===== src/rtl/spi_reg_pkg.sv =====
package spi_reg_pkg;
  localparam logic [7:0] CMD_READ  = 8'h03;
  localparam logic [7:0] CMD_WRITE = 8'h02;
  localparam int ENA_REG   = 1;
  localparam int ENA_BIT   = 0;
  localparam int SPEED_REG = 12;
  localparam int SPEED_LSB = 4;

  typedef enum logic [2:0] {
    ST_CMD,
    ST_ADDR,
    ST_RD,
    ST_WR,
    ST_IGN
  } xact_st_e;
endpackage


===== src/rtl/spi_reg_sync.sv =====
module spi_reg_sync #(
  parameter int          W       = 3,
  parameter int          STAGES  = 2,
  parameter logic [W-1:0] RST_VAL = '0
) (
  input  logic         clk,
  input  logic         rst_n,
  input  logic [W-1:0] d,
  output logic [W-1:0] q
);
  logic [W-1:0] pipe [STAGES];

  for (genvar s = 0; s < STAGES; s++) begin : g_stage
    if (s == 0) begin : g_first
      always_ff @(posedge clk) begin
        if (!rst_n) pipe[0] <= RST_VAL;
        else        pipe[0] <= d;
      end
    end else begin : g_next
      always_ff @(posedge clk) begin
        if (!rst_n) pipe[s] <= RST_VAL;
        else        pipe[s] <= pipe[s-1];
      end
    end
  end

  assign q = pipe[STAGES-1];
endmodule


===== src/rtl/spi_reg_file.sv =====
module spi_reg_file
  import spi_reg_pkg::*;
#(
  parameter int ADDR_W = 7,
  parameter int DATA_W = 8
) (
  input  logic              clk,
  input  logic              rst_n,
  input  logic              wr_en,
  input  logic [ADDR_W-1:0] wr_addr,
  input  logic [DATA_W-1:0] wr_data,
  input  logic [ADDR_W-1:0] rd_addr,
  output logic [DATA_W-1:0] rd_data,
  output logic              ena_bit,
  output logic [1:0]        speed_bits
);
  localparam int DEPTH = 1 << ADDR_W;

  logic [DATA_W-1:0] mem [DEPTH];

  for (genvar i = 0; i < DEPTH; i++) begin : g_reg
    always_ff @(posedge clk) begin
      if (!rst_n)
        mem[i] <= '0;
      else if (wr_en && wr_addr == ADDR_W'(i))
        mem[i] <= wr_data;
    end
  end

  assign rd_data    = mem[rd_addr];
  assign ena_bit    = mem[ENA_REG][ENA_BIT];
  assign speed_bits = mem[SPEED_REG][SPEED_LSB +: 2];
endmodule


===== src/rtl/spi_reg_ctrl.sv =====
module spi_reg_ctrl
  import spi_reg_pkg::*;
#(
  parameter int ADDR_W = 7,
  parameter int DATA_W = 8
) (
  input  logic              clk,
  input  logic              rst_n,
  input  logic              sck_s,
  input  logic              cs_s,
  input  logic              mosi_s,
  input  logic [DATA_W-1:0] rd_data,
  output logic              miso,
  output logic              wr_en,
  output logic [ADDR_W-1:0] addr_o,
  output logic [DATA_W-1:0] wr_data,
  output xact_st_e          st_o
);
  localparam int CNT_W = $clog2(DATA_W);
  localparam logic [CNT_W-1:0] LAST_BIT = CNT_W'(DATA_W - 1);

  logic              sck_q;
  logic [DATA_W-1:0] rx;
  logic [DATA_W-1:0] tx;
  logic [CNT_W-1:0]  bitcnt;
  logic [ADDR_W-1:0] addr;
  logic              is_rd;
  xact_st_e          st;

  logic              rise, fall, byte_done;
  logic [DATA_W-1:0] rx_next;

  assign rise      = sck_s & ~sck_q & ~cs_s;
  assign fall      = ~sck_s & sck_q & ~cs_s;
  assign rx_next   = {rx[DATA_W-2:0], mosi_s};
  assign byte_done = rise && (bitcnt == LAST_BIT);

  always_ff @(posedge clk) begin
    if (!rst_n) begin
      sck_q  <= 1'b0;
      rx     <= '0;
      tx     <= '0;
      bitcnt <= '0;
      addr   <= '0;
      is_rd  <= 1'b0;
      st     <= ST_CMD;
    end else begin
      sck_q <= sck_s;
      if (cs_s) begin
        st     <= ST_CMD;
        bitcnt <= '0;
        tx     <= '0;
      end else begin
        if (rise) begin
          rx     <= rx_next;
          bitcnt <= bitcnt + 1'b1;
        end
        if (byte_done) begin
          unique case (st)
            ST_CMD: begin
              if (rx_next == CMD_READ) begin
                is_rd <= 1'b1;
                st    <= ST_ADDR;
              end else if (rx_next == CMD_WRITE) begin
                is_rd <= 1'b0;
                st    <= ST_ADDR;
              end else begin
                st <= ST_IGN;
              end
            end
            ST_ADDR: begin
              addr <= rx_next[ADDR_W-1:0];
              st   <= is_rd ? ST_RD : ST_WR;
            end
            ST_RD, ST_WR: addr <= addr + 1'b1;
            default: ;
          endcase
        end
        if (fall && st == ST_RD)
          tx <= (bitcnt == '0) ? rd_data : (tx << 1);
      end
    end
  end

  assign miso    = tx[DATA_W-1];
  assign wr_en   = byte_done && (st == ST_WR);
  assign wr_data = rx_next;
  assign addr_o  = addr;
  assign st_o    = st;
endmodule


===== src/rtl/spi_reg_slave.sv =====
module spi_reg_slave
  import spi_reg_pkg::*;
#(
  parameter int ADDR_W      = 7,
  parameter int DATA_W      = 8,
  parameter int SYNC_STAGES = 2
) (
  input  logic       clk,
  input  logic       rst_n,
  input  logic       sck,
  input  logic       cs_n,
  input  logic       mosi,
  output logic       miso,
  output logic       sw_enable,
  output logic [1:0] spi_speed
);
  logic              sck_s, cs_s, mosi_s;
  logic              wr_en;
  logic [ADDR_W-1:0] addr;
  logic [DATA_W-1:0] wr_data;
  logic [DATA_W-1:0] rd_data;
  xact_st_e          st;

  spi_reg_sync #(
    .W       (3),
    .STAGES  (SYNC_STAGES),
    .RST_VAL (3'b010)
  ) sync_i (
    .clk   (clk),
    .rst_n (rst_n),
    .d     ({sck, cs_n, mosi}),
    .q     ({sck_s, cs_s, mosi_s})
  );

  spi_reg_ctrl #(
    .ADDR_W (ADDR_W),
    .DATA_W (DATA_W)
  ) ctrl_i (
    .clk     (clk),
    .rst_n   (rst_n),
    .sck_s   (sck_s),
    .cs_s    (cs_s),
    .mosi_s  (mosi_s),
    .rd_data (rd_data),
    .miso    (miso),
    .wr_en   (wr_en),
    .addr_o  (addr),
    .wr_data (wr_data),
    .st_o    (st)
  );

  spi_reg_file #(
    .ADDR_W (ADDR_W),
    .DATA_W (DATA_W)
  ) regs_i (
    .clk        (clk),
    .rst_n      (rst_n),
    .wr_en      (wr_en),
    .wr_addr    (addr),
    .wr_data    (wr_data),
    .rd_addr    (addr),
    .rd_data    (rd_data),
    .ena_bit    (sw_enable),
    .speed_bits (spi_speed)
  );
endmodule


===== config.mk =====
export PLATFORM = sky130hd
export DESIGN_NAME = spi_reg_slave
export DESIGN_NICKNAME = d
export VERILOG_FILES = /design/src/rtl/spi_reg_pkg.sv /design/src/rtl/spi_reg_sync.sv /design/src/rtl/spi_reg_file.sv /design/src/rtl/spi_reg_ctrl.sv /design/src/rtl/spi_reg_slave.sv
export SDC_FILE = /design/constraint.sdc
export NUM_CORES = 2
export LEC_CHECK = 0
export ABC_AREA = 1
export BUFFER_PORTS_ARGS = -buffer_cell sky130_fd_sc_hd__buf_2
export CAP_MARGIN = 5
export CORE_MARGIN = 2
export CORE_UTILIZATION = 35
export CTS_CLUSTER_SIZE = 25
export DETAILED_ROUTE_END_ITERATION = 16
export HOLD_SLACK_MARGIN = 0.1
export PLACE_DENSITY = 0.47
export SETUP_SLACK_MARGIN = 0.3
export SLEW_MARGIN = 30
export SYNTH_ARGS = -nofsm -noshare
export SYNTH_HDL_FRONTEND = slang
export SYNTH_SLANG_ARGS = --single-unit

===== constraint.sdc =====
create_clock -name clk -period 3.3 [get_ports clk]
set_input_delay 0.33 -clock clk [delete_from_list [all_inputs] [get_ports clk]]
set_output_delay 0.33 -clock clk [all_outputs]
set_load 0.01 [all_outputs]

==> out/qor.csv <==
stage,metric,value,unit
finish,"commonest non-fill, non-tap cell in the layout",nand2_1,
clock_network,total CTS buffers,120,
sta,Setup Skew,0.03397,ns
finish,fin area,56840,sq um
placement,final HPWL from detailed placement,104100,um
placement,placed cells,6843,
sta,Rel. slew slack,34.61,%
critical_path,R2R cell count,13,
logic_synthesis,Mapped Cells,5084,
finish,Finished Layout Cells,7068,
critical_path,crit path DAT,3.28,ns
global_route,first-pass GRT wire length,249300,um
floorplanning,core area,141200,sq um
sta,Period minus WS final,2.813,ns
placement,IO Port Bufs,8,
routing,detailed-route DRC error count,0,
routing,vias after detailed routing,37520,
critical_path,Critical Path Source Type,register,
sta,"Slew Viols, Final",0,
finish,"commonest cells after routing, fill and taps aside","nand2_1, nor2_1, edfxtp_1",
pwr,Design Power,30.21,mW
finish,Layout Nets,5090,
critical_path,CP max FO,8,
sta,# setup viols final,0,
clock_network,CTS tree,built,
run_status,status,"complete, no violations",
floorplanning,io pins,9,
clock_network,Root Buffer,clkbuf_16,
run,Max Cap Viol,0,
global_route,Total GRT Usage,23.09,%
sta,post-route setup slack,0.4870,ns
logic_synthesis,Post-synth top flop,edfxtp_1,
sta,RSZ-0062 raised after global routing,false,
placement,placed inst area,52900,sq um
sta,Least-Margin Pin Slew,0.9809,ns
critical_path,CP endpoint kind,register,
clock_network,H-tree depth,3,
global_route,vias in the first global route,36380,
finish,Layout area overhead,14.39,%
hold_path,Hold Path Sink,regs_i.mem[40][5],
hold_path,min-delay src,rst_n,
sta,fmax,0.3555,GHz
pwr,Worst VDD drop,0.4055,mV
logic_synthesis,number of synthesized flops with an enable pin,1024,
clock_network,clock sinks,1067,
floorplanning,die height,380.8,um
sta,Fin Hold WS,0.1406,ns
routing,drt wl/cell,23.96,um
critical_path,r2r endpoint,regs_i.mem[125][6],
global_route,GRT overflow,0,
clock_network,CTS Buffer Depth,3,
floorplanning,Die Span X,380.8,um
routing,ANT nets after route,0,
finish,share of cells above drive strength 1,10.78,%
routing,Vias/cell,5.309,
logic_synthesis,Syn Nets,5096,
critical_path,CP Class,reg -> reg,
finish,final core utilization,40.24,%
pwr,PwrDens,531.4,nW/um^2
placement,dpl ws,0.5680,ns
floorplanning,row count,138,
floorplanning,Initial Util,35.18,%
routing,Iter 0 DRT Violations,3630,
hold_path,WHS Path Cells,3,
critical_path,reg-to-reg critical path startpoint,ctrl_i.bitcnt[1],
clock_network,clk_lat worst skew,0.77,ns
hold_path,hold crit path type,in -> reg,
floorplanning,DIE AREA,145000,sq um
placement,GPL Wtd Cong,0.8500,
logic_synthesis,"Cell Area, Synth",49690,sq um
critical_path,"Req. time, crit path",3.76,ns
global_route,pin count of the biggest net entering global routing,101,
critical_path,reg2reg setup slack,0.49,ns
logic_synthesis,Avg Synthesized Cell Area,9.774,sq um
sta,post-route clock period utilization,85.24,%
clock_network,Worst-path clk slew,0.06,ns
routing,DRT Pass-1 Iters,6,
global_route,initial antenna violation count,5,
logic_synthesis,sequential-to-total area share from yosys stat,63.61,%
logic_synthesis,number of synthesis warnings,0,
logic_synthesis,library cells used by synthesis,38,
sta,Hold Fails Final Rpt,0,
routing,Detailed Route WL,169300,um
sta,setup TNS,0,ns
logic_synthesis,synthesized flop and latch total,1067,
pwr,Lkg Pwr,19.08,nW
logic_synthesis,Synth async-reset ratio,0,%
final cells by class:
| class | instances | area, sq um |
|---|---|---|
| Multi-Input combinational cell | 3549 | 16220 |
| Timing Repair Buffer | 256 | 2345 |
| Fill cell | 14000 | 84400 |
| Clock buffer | 152 | 3144 |
| Clock inverter | 68 | 760.7 |
| Tap cell | 1890 | 2365 |
| Sequential cell | 1067 | 31620 |
| Inverter | 84 | 382.9 |
| Antenna cell | 2 | 5.005 |
worst max-delay path, cell delays in order, from the launching register on:
cell and delay, ns:
dfxtp_1 0.33, ha_1 0.16, ha_1 0.18, nand2_2 0.10
nor2_4 0.13, inv_2 0.09, nor2_8 0.14, inv_4 0.09
nor2_4 0.11, inv_4 0.09, nor2_4 0.34, inv_1 0.30
o21ai_0 0.24, buf_4 0.21
power breakdown:
part           total [mW]  internal (mW)  switching, mW  leakage [nW]
clock network        13.5           7.82           5.72          1.90
registers            15.6           15.4          0.180          10.1
logic                1.05          0.307          0.744          7.12
cell usage after synthesis, types with 3 or more instances:
cell	instances	area, sq um
nand2_1	1177	4418
nor2_1	1036	3889
edfxtp_1	1024	30750
nand3_1	1012	5065
clkbuf_1	266	998.5
o21ai_0	152	760.7
inv_1	67	251.5
nand3_4	64	1121
buf_2	58	290.3
buf_1	53	198.9
dfxtp_1	43	860.8
a21oi_1	33	165.2
inv_2	11	41.29
nand3_2	11	110.1
nor2_2	11	68.82
nor2_8	11	220.2
nor2_4	8	90.09
ha_1	7	87.58
buf_4	6	45.04
inv_4	4	25.02
a31oi_1	3	18.77
nor3_4	3	48.80
nor4_1	3	18.77
per-layer routing:
layer	share of wire (%)	track usage, %
met5	0	0
met3	5.6	2.874
met2	46	36.37
met1	45	32.82
met4	3.6	8.015
registers in the layout, indices dropped and copies added, names as in the netlist, named ones only:
signal         flops
ctrl_i.rx          7
ctrl_i.tx          8
ctrl_i.sck_q       1
ctrl_i.st_o        3
ctrl_i.is_rd       1
ctrl_i.addr_o      7
ctrl_i.bitcnt      3
sync_i.pipe        6
regs_i.mem      1024
worst max path at each step:
stage	start	to	slack, ns
finish	ctrl_i.bitcnt[1]	regs_i.mem[125][6]	0.49
global route	ctrl_i.bitcnt[1]	regs_i.mem[125][4]	0.35
global placement	ctrl_i.bitcnt[1]	regs_i.mem[13][3]	0.58
floorplan	ctrl_i.bitcnt[0]	regs_i.mem[72][0]	0.66
CTS	ctrl_i.bitcnt[1]	regs_i.mem[125][6]	0.55
detailed placement	ctrl_i.bitcnt[1]	regs_i.mem[13][3]	0.57
cell families after synthesis:
kind of cell / Yosys count / share of synthesized area (%)
AOI/OAI and AO/OA: 197 / 2.045
adders and majority gates: 7 / 0.1763
buffers and inverters: 468 / 3.762
DFF: 1067 / 63.61
and+or+nand+nor: 3345 / 30.40
timing repair:
item | 4_1_cts | 5_1_grt
gates resized for setup | 0 | 0
setup buffers | 0 | 0
hold buffers | 3 | 0
hold endpoints to repair | 3 | 0
(Power assumes the default switching activity.)
